$ cat src/rtl/dcsc_pkg.sv
package dcsc_pkg;

  localparam int NUM_CH = 2;

  // Window layout (behavioural: software depends on these offsets)
  localparam int BM_STRIDE   = 8;
  localparam int BM_MIRROR   = 'h10;
  localparam int SUM_BASE    = 'h10;
  localparam int CONF_BASE   = 'hA0;
  localparam int CONF_STRIDE = 'h40;
  localparam int LNK_BASE    = 'h100;
  localparam int LNK_STRIDE  = 'h80;
  localparam int LSTAT_OFF   = 4;
  localparam int IEN_OFF     = 'h48;

  typedef enum logic [3:0] {
    RK_ZERO, RK_CMD, RK_SW, RK_ST, RK_SUM,
    RK_CONF, RK_LNK, RK_LSTAT, RK_IEN
  } rd_kind_e;

  // Next value of a status byte.
  function automatic logic [7:0] stat_next(input logic [7:0] old,
                                           input logic       wr,
                                           input logic [7:0] wd,
                                           input logic       act,
                                           input logic [1:0] set);
    logic [7:0] n;
    logic [1:0] clr;
    clr    = wr ? wd[2:1] : 2'b00;
    n      = '0;
    n[0]   = act;
    n[2:1] = (old[2:1] & ~clr) | set;
    n[6:5] = wr ? wd[6:5] : old[6:5];
    return n;
  endfunction

  // Packed summary word seen at channel 0's summary offset.
  function automatic logic [31:0] summary_ch0(input logic [7:0] cmd0,
                                              input logic [7:0] st0,
                                              input logic [7:0] st1,
                                              input logic       f0,
                                              input logic       f1);
    logic [31:0] w;
    w        = {st1, st0, 8'h00, cmd0};
    w[4]     = w[4] | f0;
    w[6]     = w[6] | f1;
    w[14]    = st1[2];
    return w;
  endfunction

  // Summary word seen at channel 1's summary offset.
  function automatic logic [31:0] summary_ch1(input logic [7:0] cmd1,
                                              input logic [7:0] st1,
                                              input logic       f1);
    logic [31:0] w;
    w    = {8'h00, st1, 8'h00, cmd1};
    w[4] = w[4] | f1;
    return w;
  endfunction

  function automatic logic [31:0] conf_word(input logic [15:0] id,
                                            input logic        flag);
    return {id, 4'h0, flag, 11'h000};
  endfunction

  function automatic logic [31:0] size_trim(input logic [1:0]  sz,
                                            input logic [31:0] v);
    case (sz)
      2'd0:    return {24'h0, v[7:0]};
      2'd1:    return {16'h0, v[15:0]};
      default: return v;
    endcase
  endfunction

endpackage

$ cat src/rtl/dcsc_addr_decode.sv
module dcsc_addr_decode
  import dcsc_pkg::*;
#(
  parameter int ADDR_W = 9
) (
  input  logic [ADDR_W-1:0] addr,
  output logic [NUM_CH-1:0] w_cmd,
  output logic [NUM_CH-1:0] w_sw,
  output logic [NUM_CH-1:0] w_st,
  output logic [NUM_CH-1:0] w_lnk,
  output logic [NUM_CH-1:0] w_ien,
  output rd_kind_e          rkind,
  output logic              rch
);

  always_comb begin
    w_cmd = '0;
    w_sw  = '0;
    w_st  = '0;
    w_lnk = '0;
    w_ien = '0;
    rkind = RK_ZERO;
    rch   = 1'b0;
    for (int c = 0; c < NUM_CH; c++) begin
      // bus-master bytes and their write-only mirrors
      for (int m = 0; m < 2; m++) begin
        if (addr == ADDR_W'(c*BM_STRIDE + m*BM_MIRROR + 0)) w_cmd[c] = 1'b1;
        if (addr == ADDR_W'(c*BM_STRIDE + m*BM_MIRROR + 1)) w_sw[c]  = 1'b1;
        if (addr == ADDR_W'(c*BM_STRIDE + m*BM_MIRROR + 2)) w_st[c]  = 1'b1;
      end
      if (addr == ADDR_W'(LNK_BASE + c*LNK_STRIDE))           w_lnk[c] = 1'b1;
      if (addr == ADDR_W'(LNK_BASE + c*LNK_STRIDE + IEN_OFF)) w_ien[c] = 1'b1;

      if (addr == ADDR_W'(c*BM_STRIDE + 0)) begin rkind = RK_CMD; rch = c[0]; end
      if (addr == ADDR_W'(c*BM_STRIDE + 1)) begin rkind = RK_SW;  rch = c[0]; end
      if (addr == ADDR_W'(c*BM_STRIDE + 2)) begin rkind = RK_ST;  rch = c[0]; end
      if (addr == ADDR_W'(SUM_BASE + c*BM_STRIDE)) begin rkind = RK_SUM; rch = c[0]; end
      if (addr == ADDR_W'(CONF_BASE + c*CONF_STRIDE)) begin rkind = RK_CONF; rch = c[0]; end
      if (addr == ADDR_W'(LNK_BASE + c*LNK_STRIDE)) begin rkind = RK_LNK; rch = c[0]; end
      if (addr == ADDR_W'(LNK_BASE + c*LNK_STRIDE + LSTAT_OFF)) begin
        rkind = RK_LSTAT; rch = c[0];
      end
      if (addr == ADDR_W'(LNK_BASE + c*LNK_STRIDE + IEN_OFF)) begin
        rkind = RK_IEN; rch = c[0];
      end
    end
  end

endmodule

$ cat src/rtl/dcsc_chan_regs.sv
module dcsc_chan_regs
  import dcsc_pkg::*;
#(
  parameter int          LNK_W    = 12,
  parameter int          SW_W     = 6,
  parameter logic [15:0] IEN_MASK = 16'h3EED
) (
  input  logic             clk,
  input  logic             rst_n,
  input  logic             wr_cmd,
  input  logic             wr_sw,
  input  logic             wr_st,
  input  logic             wr_lnk,
  input  logic             wr_ien,
  input  logic [31:0]      wdata,
  input  logic             irq_level,
  input  logic             eng_active,
  input  logic [1:0]       eng_set,
  output logic [7:0]       cmd_q,
  output logic [SW_W-1:0]  sw_q,
  output logic [7:0]       st_q,
  output logic [LNK_W-1:0] lnk_q,
  output logic [15:0]      ien_q,
  output logic             flag_q,
  output logic             lnk_rst_req
);

  logic [7:0] st_d;

  assign st_d        = stat_next(st_q, wr_st, wdata[7:0], eng_active, eng_set);
  assign lnk_rst_req = wr_lnk & wdata[0];

  always_ff @(posedge clk) begin
    if (!rst_n) begin
      cmd_q  <= '0;
      sw_q   <= '0;
      st_q   <= '0;
      lnk_q  <= '0;
      ien_q  <= '0;
      flag_q <= 1'b0;
    end else begin
      if (wr_cmd) cmd_q <= wdata[7:0];
      if (wr_sw)  sw_q  <= wdata[SW_W-1:0];
      if (wr_lnk) lnk_q <= wdata[LNK_W-1:0];
      if (wr_ien) ien_q <= wdata[31:16] & IEN_MASK;
      st_q   <= st_d;
      flag_q <= irq_level;
    end
  end

  AST_ST_W1C: assert property (@(posedge clk) disable iff (!rst_n)
    (wr_st && wdata[1] && !eng_set[0]) |=> !st_q[1]);
  AST_ST_SET_WINS: assert property (@(posedge clk) disable iff (!rst_n)
    eng_set[1] |=> st_q[2]);
  AST_ST_BIT0_RO: assert property (@(posedge clk) disable iff (!rst_n)
    wr_st |=> (st_q[0] == $past(eng_active)));
  AST_SW_LOW_BITS: assert property (@(posedge clk) disable iff (!rst_n)
    wr_sw |=> (sw_q == $past(wdata[SW_W-1:0])));
  AST_IEN_MASKED: assert property (@(posedge clk) disable iff (!rst_n)
    wr_ien |=> ((ien_q & ~IEN_MASK) == 16'h0));
  AST_LNK_HOLD: assert property (@(posedge clk) disable iff (!rst_n)
    !wr_lnk |=> $stable(lnk_q));
  AST_FLAG_FOLLOW: assert property (@(posedge clk) disable iff (!rst_n)
    1'b1 |=> (flag_q == $past(irq_level)));

endmodule

$ cat src/rtl/dcsc_read_mux.sv
module dcsc_read_mux
  import dcsc_pkg::*;
#(
  parameter int          LNK_W      = 12,
  parameter int          SW_W       = 6,
  parameter logic [15:0] CONF_ID    = 16'h6515,
  parameter logic [11:0] LSTAT_CODE = 12'h113
) (
  input  rd_kind_e                      rkind,
  input  logic                          rch,
  input  logic [1:0]                    size,
  input  logic [NUM_CH-1:0][7:0]        cmd,
  input  logic [NUM_CH-1:0][SW_W-1:0]   sw,
  input  logic [NUM_CH-1:0][7:0]        st,
  input  logic [NUM_CH-1:0][LNK_W-1:0]  lnk,
  input  logic [NUM_CH-1:0][15:0]       ien,
  input  logic [NUM_CH-1:0]             flag,
  input  logic [NUM_CH-1:0]             present,
  output logic [31:0]                   value
);

  logic [31:0] raw;

  always_comb begin
    raw = '0;
    case (rkind)
      RK_CMD:   raw = {24'h0, cmd[rch]};
      RK_SW:    raw = 32'(sw[rch]);
      RK_ST:    raw = {24'h0, st[rch]};
      RK_SUM:   raw = rch ? summary_ch1(cmd[1], st[1], flag[1])
                          : summary_ch0(cmd[0], st[0], st[1], flag[0], flag[1]);
      RK_CONF:  raw = conf_word(CONF_ID, flag[rch]);
      RK_LNK:   raw = 32'(lnk[rch]);
      RK_LSTAT: raw = present[rch] ? 32'(LSTAT_CODE) : 32'h0;
      RK_IEN:   raw = {ien[rch], 16'h0};
      default:  raw = '0;
    endcase
    value = size_trim(size, raw);
  end

endmodule

$ cat src/rtl/dcsc_regbank.sv
module dcsc_regbank
  import dcsc_pkg::*;
#(
  parameter int          ADDR_W     = 9,
  parameter int          LNK_W      = 12,
  parameter int          SW_W       = 6,
  parameter logic [15:0] IEN_MASK   = 16'h3EED,
  parameter logic [15:0] CONF_ID    = 16'h6515,
  parameter logic [11:0] LSTAT_CODE = 12'h113
) (
  input  logic              clk,
  input  logic              rst_n,
  input  logic              req_valid,
  input  logic              req_write,
  input  logic [ADDR_W-1:0] req_addr,
  input  logic [1:0]        req_size,
  input  logic [31:0]       req_wdata,
  input  logic [1:0]        irq_level,
  input  logic [1:0]        dev_present,
  input  logic [1:0]        eng_active,
  input  logic [3:0]        eng_set,
  output logic [31:0]       rd_data,
  output logic [1:0]        bus_reset,
  output logic              irq_out
);

  logic [NUM_CH-1:0] d_cmd, d_sw, d_st, d_lnk, d_ien;
  rd_kind_e          rkind;
  logic              rch;

  logic                         wr_en;
  logic                         rd_en;
  logic [NUM_CH-1:0][7:0]       cmd_q;
  logic [NUM_CH-1:0][SW_W-1:0]  sw_q;
  logic [NUM_CH-1:0][7:0]       st_q;
  logic [NUM_CH-1:0][LNK_W-1:0] lnk_q;
  logic [NUM_CH-1:0][15:0]      ien_q;
  logic [NUM_CH-1:0]            flag_q;
  logic [NUM_CH-1:0]            lnk_rst_req;
  logic [31:0]                  rd_value;
  logic                         boot_q;
  logic [NUM_CH-1:0]            bus_reset_q;
  logic [31:0]                  rd_q;

  assign wr_en = req_valid &  req_write;
  assign rd_en = req_valid & ~req_write;

  dcsc_addr_decode #(.ADDR_W(ADDR_W)) u_dec (
    .addr  (req_addr),
    .w_cmd (d_cmd),
    .w_sw  (d_sw),
    .w_st  (d_st),
    .w_lnk (d_lnk),
    .w_ien (d_ien),
    .rkind (rkind),
    .rch   (rch)
  );

  for (genvar c = 0; c < NUM_CH; c++) begin : g_ch
    dcsc_chan_regs #(
      .LNK_W    (LNK_W),
      .SW_W     (SW_W),
      .IEN_MASK (IEN_MASK)
    ) u_regs (
      .clk         (clk),
      .rst_n       (rst_n),
      .wr_cmd      (wr_en & d_cmd[c]),
      .wr_sw       (wr_en & d_sw[c]),
      .wr_st       (wr_en & d_st[c]),
      .wr_lnk      (wr_en & d_lnk[c]),
      .wr_ien      (wr_en & d_ien[c]),
      .wdata       (req_wdata),
      .irq_level   (irq_level[c]),
      .eng_active  (eng_active[c]),
      .eng_set     (eng_set[2*c +: 2]),
      .cmd_q       (cmd_q[c]),
      .sw_q        (sw_q[c]),
      .st_q        (st_q[c]),
      .lnk_q       (lnk_q[c]),
      .ien_q       (ien_q[c]),
      .flag_q      (flag_q[c]),
      .lnk_rst_req (lnk_rst_req[c])
    );

    AST_BUSRST_CAUSE: assert property (@(posedge clk) disable iff (!rst_n)
      bus_reset_q[c] |-> ($past(lnk_rst_req[c]) || $past(boot_q)));
  end

  dcsc_read_mux #(
    .LNK_W      (LNK_W),
    .SW_W       (SW_W),
    .CONF_ID    (CONF_ID),
    .LSTAT_CODE (LSTAT_CODE)
  ) u_rmux (
    .rkind   (rkind),
    .rch     (rch),
    .size    (req_size),
    .cmd     (cmd_q),
    .sw      (sw_q),
    .st      (st_q),
    .lnk     (lnk_q),
    .ien     (ien_q),
    .flag    (flag_q),
    .present (dev_present),
    .value   (rd_value)
  );

  always_ff @(posedge clk) begin
    if (!rst_n) begin
      boot_q      <= 1'b1;
      bus_reset_q <= '0;
      rd_q        <= '0;
    end else begin
      boot_q      <= 1'b0;
      bus_reset_q <= lnk_rst_req | {NUM_CH{boot_q}};
      if (rd_en) rd_q <= rd_value;
    end
  end

  assign rd_data   = rd_q;
  assign bus_reset = bus_reset_q;
  assign irq_out   = |flag_q;

  AST_IRQ_OR: assert property (@(posedge clk) disable iff (!rst_n || boot_q)
    irq_out == $past(|irq_level));
  AST_BOOT_PULSE: assert property (@(posedge clk) disable iff (!rst_n)
    boot_q |=> (bus_reset == 2'b11));
  AST_RD_HOLD: assert property (@(posedge clk) disable iff (!rst_n)
    !rd_en |=> $stable(rd_data));

endmodule

$ cat config.mk
export PLATFORM = sky130hd
export DESIGN_NAME = dcsc_regbank
export DESIGN_NICKNAME = d
export VERILOG_FILES = /design/src/rtl/dcsc_pkg.sv /design/src/rtl/dcsc_addr_decode.sv /design/src/rtl/dcsc_chan_regs.sv /design/src/rtl/dcsc_read_mux.sv /design/src/rtl/dcsc_regbank.sv
export SDC_FILE = /design/constraint.sdc
export NUM_CORES = 1
export LEC_CHECK = 0
export BUFFER_PORTS_ARGS = -buffer_cell sky130_fd_sc_hd__buf_2
export CORE_ASPECT_RATIO = 2
export CORE_MARGIN = 10
export CORE_UTILIZATION = 35
export DETAILED_ROUTE_END_ITERATION = 10
export GPL_ROUTABILITY_DRIVEN = 0
export HOLD_SLACK_MARGIN = 0.03
export SLEW_MARGIN = 20
export SYNTH_ARGS = -nofsm -noshare
export SYNTH_HDL_FRONTEND = slang
export SYNTH_SLANG_ARGS = --single-unit
$ cat constraint.sdc
create_clock -name clk -period 3.1 [get_ports clk]
set_input_delay 0.155 -clock clk [delete_from_list [all_inputs] [get_ports clk]]
set_output_delay 0.155 -clock clk [all_outputs]
set_load 0.05 [all_outputs]
==> results.yml, run 1 <==
outcome:
  status: "finished, final reports clean"
clock_tree:
  clk_root_buffer_cell: "clkbuf_16"
  numCtsBuffers: 17
  htreeDepth: 4
  clk_pin_slew_worst_paths_ns: 0.05
  insertion_delay_ns: 0.42
  cts_sinks: 117
  clk_path_buf_depth: 2
  cts_tree: "done"
  ctsResizeCount: 0
cells_and_area:
  final_nets: 761
  fin_cells: 918
  area_growth_pct: 26.7
  drive_gt1_share_pct: 21.9
  postLayoutCellArea_sq_um: 7020
  fillers: 1536
  num_antenna_cells: 0
power_and_ir_drop:
  p_leak_nw: 2.88
  ir_worst_vdd_v: 0.000397
  power.density_nw_per_um2: 518
timing:
  fin_setup_tns_ns: 0
  worst_hold_slack_ns: 0.0449
  fmax_ghz: 0.412
  hold_viol: 0
  min_period_over_period_pct: 78.3
  maxSlewViolCount: 0
  worst_slew_pin_slew_ns: 1.05
  fin_skew_ns: 0.00685
  setup_viol: 0
  rsz0062_at_grt: "no"
  slew_headroom_pct: 29.8
  fin_crit_ns: 2.43
drt:
  wl_mm: 17.5
  viasPerCell: 5.30
  dr.pass1.iters: 5
  num_vias: 4865
  routedWlPerCell_microns: 19.1
  dr.first_iter.drc_count: 344
  drc_errors: 0
  ant_nets: 0
critical_path:
  rrSetupSlack_ns: 1.79
  worstPathCellList: "buf_2, or4_4, or4_4, nand2_4, nor3_4, buf_8, buf_4, mux2_1, a222oi_1, a21oi_1"
  cpMaxStageDelayCell: "or4_4"
  critPathKind: "in2reg"
  cp-startpoint: "req_addr[1]"
  critPathMostFrequentCell: "or4_4"
  worst_setup_path_end_kind: "flop"
  crit_path_start_kind: "primary input"
  cpPeakStageDelay_ns: 0.58
  r2r_cells: 3
  worstPathMaxFanout: 13
  cp_data_arrival_time_ns: 2.72
  required_ns: 3.40
  reg2reg_from: "g_ch[1].u_regs.cmd_q[4]$_SDFFE_PN0P_"
  crit_end: "rd_data[3]$_SDFFE_PN0P_"
  rr_endpoint: "rd_data[4]$_SDFFE_PN0P_"
synth:
  synth_top_area_share_pct: 42.3
  synth_area_leaders: "dfxtp_1 (42%), mux2i_1 (18%), nor2_1 (6.8%)"
  synth_edf_count: 0
  async_reset_ff_share_pct: 0
  postSynthCellCount: 597
  yosys.area.top_type: "dfxtp_1"
  ys_ff_latch: 117
  synth_cell_types: 70
  ys_seq_area_share_pct: 42.3
  synth_area_per_cell_sq_um: 9.28
  yosys_warnings: 0
  netlist_area_sq_um: 5540
  synth_top_flop_cell: "dfxtp_1"
die:
  rows: 65
  die_w_microns: 109
  ios: 92
  start_util_pct: 35.3
  die_area_sq_um: 21600
  fp.dieH_microns: 198
  core_area_sq_um: 15700
placement:
  dpl-instance-area_sq_um: 6200
  io_buffers: 78
  dp_hpwl_mm: 13.2
  place_inst: 862
global_routing:
  grt_pass1_wl_mm: 27.7
  grt_remaining_overflow: 0
  track_usage_pct: 16.7
  grt_pass1_vias: 5264
  antenna_found_initial: 0
  grt_start_max_net_pins: 94
flow_run:
  drv_cap: 0
worst_hold_path:
  hp-class: "in2reg"
[worst min path at each step]
| stage | start | end | slack, ns | cells past startpoint |
|---|---|---|---|---|
| after floorplan | eng_set[0] | g_ch[0].u_regs.st_q[1]$_SDFF_PN0_ | 0.27 | 2 |
| after global placement | eng_set[0] | g_ch[0].u_regs.st_q[1]$_SDFF_PN0_ | 0.36 | 3 |
| after detailed placement | irq_level[1] | g_ch[1].u_regs.flag_q$_SDFF_PN0_ | 0.36 | 2 |
| after CTS | req_wdata[7] | g_ch[1].u_regs.cmd_q[7]$_SDFFE_PN0P_ | 0.04 | 3 |
| after global routing | req_wdata[7] | g_ch[0].u_regs.lnk_q[7]$_SDFFE_PN0P_ | 0.07 | 3 |
| final | req_wdata[7] | g_ch[0].u_regs.cmd_q[7]$_SDFFE_PN0P_ | 0.04 | 3 |
[per-stage QoR]
stage | power (mW) | setup WS [ns] | util [%]
6_report | 3.64 | 0.674 | 44.7
5_1_grt | 3.75 | 0.572 | 44.7
4_1_cts | 3.66 | 0.505 | 44.6
3_5_place_dp | 1.75 | 0.150 | 39.5
3_3_place_gp | 1.74 | 0.200 | 39.5
2_1_floorplan | 1.67 | 0.742 | -
[cell usage in the layout (no fill, tap or decap), types with 5 or more instances in the layout]
| cell type | synthesis | final |
|---|---|---|
| dfxtp_1 | 117 | 117 |
| mux2i_1 | 101 | 101 |
| nor2_1 | 100 | 100 |
| buf_2 | 6 | 78 |
| nand2_1 | 36 | 36 |
| buf_4 | 6 | 26 |
| dlygate4sd3_1 | 0 | 23 |
| and2_1 | 20 | 20 |
| a21oi_1 | 18 | 18 |
| clkbuf_16 | 0 | 17 |
| o21ai_1 | 11 | 11 |
| nand3_1 | 10 | 10 |
| nor3_1 | 11 | 10 |
| a22o_1 | 10 | 10 |
| nand4_1 | 8 | 8 |
| mux2_1 | 6 | 6 |
| o211ai_1 | 5 | 5 |
| nand2b_1 | 5 | 5 |
| o31ai_1 | 5 | 5 |
[where the power goes]
| part | internal, mW | leakage (nW) | switching, mW |
|---|---|---|---|
| clock | 1.22 | 0.273 | 0.684 |
| sequential | 1.52 | 0.946 | 0.00902 |
| combinational | 0.0751 | 1.66 | 0.138 |
[worst max-delay path: cells and delay by family]
family | cells | cell delay (ns)
AOI/OAI and AO/OA | 2 | 0.40
buffers and inverters | 3 | 0.55
muxes | 1 | 0.33
and+or+nand+nor | 4 | 1.28
[Yosys cell counts (3+ instances only)]
library cell / instances
and4_1: 4
dfxtp_1: 117
o21ai_1: 11
o31ai_1: 5
nand4_1: 8
buf_4: 6
mux2_1: 6
a211oi_1: 4
nor4_1: 4
and2_1: 20
nor2_1: 100
a31oi_1: 3
and3_1: 3
mux2i_1: 101
clkbuf_1: 28
a22o_1: 10
o211ai_1: 5
nand2_1: 36
o221ai_1: 3
or3_1: 4
a21oi_1: 18
o22a_1: 3
o31a_1: 4
nor2b_1: 3
nand3_1: 10
o21ai_0: 3
inv_1: 3
nand2b_1: 5
nor3_1: 11
buf_2: 6
mux2_2: 3
[cells by family (layout without fill, tap and decap cells)]
group / after synthesis / in the layout / share of synthesized area, %
AND/OR/NAND/NOR: 230 / 230 / 21.2
XOR/XNOR: 1 / 1 / 0.158
AO/OA/AOI/OAI: 90 / 90 / 11.7
flip-flops: 117 / 117 / 42.3
multiplexers: 112 / 112 / 20.8
other: 1 / 4 / 0.0677
buffers and inverters: 46 / 163 / 3.79
[layout make-up]
cell class | instances | area [sq um] | share of cell area [%]
multi-input combinational | 437 | 3010 | 42.9
sequential | 117 | 2340 | 33.4
timing repair buffer | 128 | 831 | 11.8
clock buffer | 23 | 468 | 6.67
tap | 201 | 251 | 3.58
clock inverter | 9 | 103 | 1.46
inverter | 3 | 11.3 | 0.160
[routing by layer]
layer  vias up  share of wire (%)  GRT usage (%)
li1       2347                  -              -
met1      2306                 35           15.8
met2       155                 53           29.8
met3        57                4.9           4.10
met4         0                6.5           12.5
met5         -                  0              0
[sequential cells by signal (all words and copies together), names as in the netlist]
| signal | cells |
|---|---|
| rd_data | 28 |
| g_ch.u_regs.lnk_q | 24 |
| g_ch.u_regs.ien_q | 22 |
| g_ch.u_regs.cmd_q | 16 |
| g_ch.u_regs.sw_q | 12 |
| g_ch.u_regs.st_q | 10 |
| bus_reset | 2 |
| g_ch.u_regs.flag_q | 2 |
| boot_q | 1 |
[timing repair]
| item | 4_1_cts | 5_1_grt |
|---|---|---|
| setup buffers | 0 | 0 |
| hold buffers | 23 | 0 |
| hold endpoints to repair | 36 | 0 |
No activity file was read; power rests on OpenSTA's default activity.
==> run 2, diff against run 1 <==
==> constraint.sdc (replaced) <==
create_clock -name clk -period 2.35 [get_ports clk]
set_input_delay 0.1175 -clock clk [delete_from_list [all_inputs] [get_ports clk]]
set_output_delay 0.1175 -clock clk [all_outputs]
set_load 0.05 [all_outputs]
==> results.yml, run 2 (synthesis gave the netlist of run 1 again) <==
critical_path:
  worstPathMaxFanout: 7
  crit_family: "simple AND/OR/NAND/NOR gates"
  critPathMostFrequentCell: "or4_4"
  worst_setup_path_end_kind: "flop"
  path_buf_inv: 1
  path_depth: 8
  required_ns: 2.67
  cp-startpoint: "req_addr[1]"
  r2r_cells: 3
  cpPeakStageDelay_ns: 0.53
  critPathKind: "in2reg"
  reg2reg_from: "g_ch[1].u_regs.cmd_q[4]$_SDFFE_PN0P_"
  cpMaxStageDelayCell: "or4_4"
  cp_data_arrival_time_ns: 2.35
  worstPathCellList: "buf_2, or4_4, or4_4, and2_1, nand3_2, mux2i_1, o221ai_1, a22o_1"
  crit_path_start_kind: "primary input"
drt:
  num_vias: 5037
  routedWlPerCell_microns: 18.8
  wl_mm: 18.0
  ant_nets: 0
  viasPerCell: 5.26
  drc_errors: 0
  dr.first_iter.drc_count: 239
  dr.pass1.iters: 4
cells_and_area:
  area_growth_pct: 33.8
  regArea_sq_um: 2340
  multi_input_area_sq_um: 3010
  fillers: 1497
  largest_register_ffs: 28
  mostFrequentLayoutCell: "dfxtp_1"
  final_nets: 800
  mostFrequentLayoutCells: "dfxtp_1 (117), mux2i_1 (101), nor2_1 (100)"
  num_antenna_cells: 0
  drive_gt1_share_pct: 25.9
die:
  rows: 65
  start_util_pct: 35.3
  fp.dieH_microns: 198
  ios: 92
  die_area_sq_um: 21600
  core_area_sq_um: 15700
  die_w_microns: 109
power_and_ir_drop:
  p_int_mw: 3.90
  sw_frac_of_total_pct: 22.5
  p_seq_share_pct: 40.0
  ir_worst_vdd_v: 0.000580
  power.density_nw_per_um2: 680
  p_comb_share_pct: 6.2
  p_leak_nw: 3.10
  clkPwrFrac_pct: 53.8
  switchingPower_mw: 1.13
timing:
  worst_hold_slack_ns: 0.0546
  fmax_ghz: 0.493
  setup_viol: 0
  hold_viol: 0
  maxSlewViolCount: 0
  slew_headroom_pct: 63.9
  fin_skew_ns: 0.00966
  worst_slew_pin_slew_ns: 0.537
  setup_slack_ns: 0.321
  fin_crit_ns: 2.03
  rsz0062_at_grt: "no"
  min_period_over_period_pct: 86.3
flow_run:
  drv_cap: 0
placement:
  dp_hpwl_mm: 13.9
  io_buffers: 78
  dp_slack_ns: -0.0944
clock_tree:
  cts_sinks: 117
  numCtsBuffers: 17
  cts_tree: "done"
  htreeDepth: 4
  clk_path_buf_depth: 2
  cts_setup_buffers: 0
  insertion_delay_ns: 0.42
  clk_root_buffer_cell: "clkbuf_16"
  clk_pin_slew_worst_paths_ns: 0.06
worst_hold_path:
  hold_path_depth: 3
  hp-class: "in2reg"
  hold_start: "req_size[1]"
global_routing:
  grt_remaining_overflow: 0
  track_usage_pct: 17.2
  grt_start_max_net_pins: 76
  antenna_found_initial: 0
  grt_pass1_vias: 5334
  grt_pass1_wl_mm: 28.4
outcome:
  status: "finished, final reports clean"
run 2: power groups by stage:
stage | combinational [mW] | clock [mW] | sequential (mW)
detailed placement | 0.276 | 0 | 2.06
global placement | 0.270 | 0 | 2.06
finish | 0.314 | 2.71 | 2.01
global route | 0.337 | 2.84 | 2.01
CTS | 0.312 | 2.75 | 2.01
floorplan | 0.139 | 0 | 2.06
run 2: path summary, 6_finish.rpt:
kind                                    to  slack (ns)
setup reg to reg   rd_data[4]$_SDFFE_PN0P_        1.05
setup / recovery  rd_data[16]$_SDFFE_PN0P_        0.32
hold reg to reg   rd_data[20]$_SDFFE_PN0P_        0.45
hold / removal    rd_data[24]$_SDFFE_PN0P_        0.05
run 2: metal layers:
metal | vias to the layer above | GRT usage [%] | share of wire [%] | routed length, microns
met5 | - | 0 | 0 | 0
met4 | 0 | 10.8 | 5.1 | 926
met3 | 42 | 4.20 | 4.2 | 754
met2 | 145 | 31.7 | 55 | 9950
met1 | 2432 | 16.2 | 35 | 6370
li1 | 2418 | - | - | -
run 2: final cells by class:
type,count,share of cell area [%]
multi-input combinational,437,40.6
sequential,117,31.6
timing repair buffer,167,15.7
clock buffer,21,6.48
tap,201,3.39
inverter,3,0.152
clock inverter,11,2.01
run 2: timing repair:
| action | 4_1_cts | 5_1_grt |
|---|---|---|
| resized for setup | 0 | 0 |
| endpoints found under the setup margin | 0 | 0 |
| hold buffers | 27 | 0 |
| endpoints found under the hold margin | 47 | 0 |
run 2: stage by stage:
stage / setup TNS (ns) / cell area (sq um) / total power [mW] / utilization (%) / instances
6_report: 0 / 7410 / 5.04 / 47.2 / 957
3_5_place_dp: -0.876 / 6510 / 2.33 / 41.5 / 898
2_1_floorplan: 0 / 5550 / 2.20 / - / 600
5_1_grt: 0 / 7410 / 5.19 / 47.2 / 957
4_1_cts: 0 / 7410 / 5.08 / 47.2 / 957
3_3_place_gp: -0.537 / 6510 / 2.33 / 41.5 / 898
run 2: worst register-to-register path, stage by stage, from the launching register on:
cell,delay [ns]
dfxtp_1,0.32
mux2_4,0.27
a31o_1,0.21
o41a_1,0.38
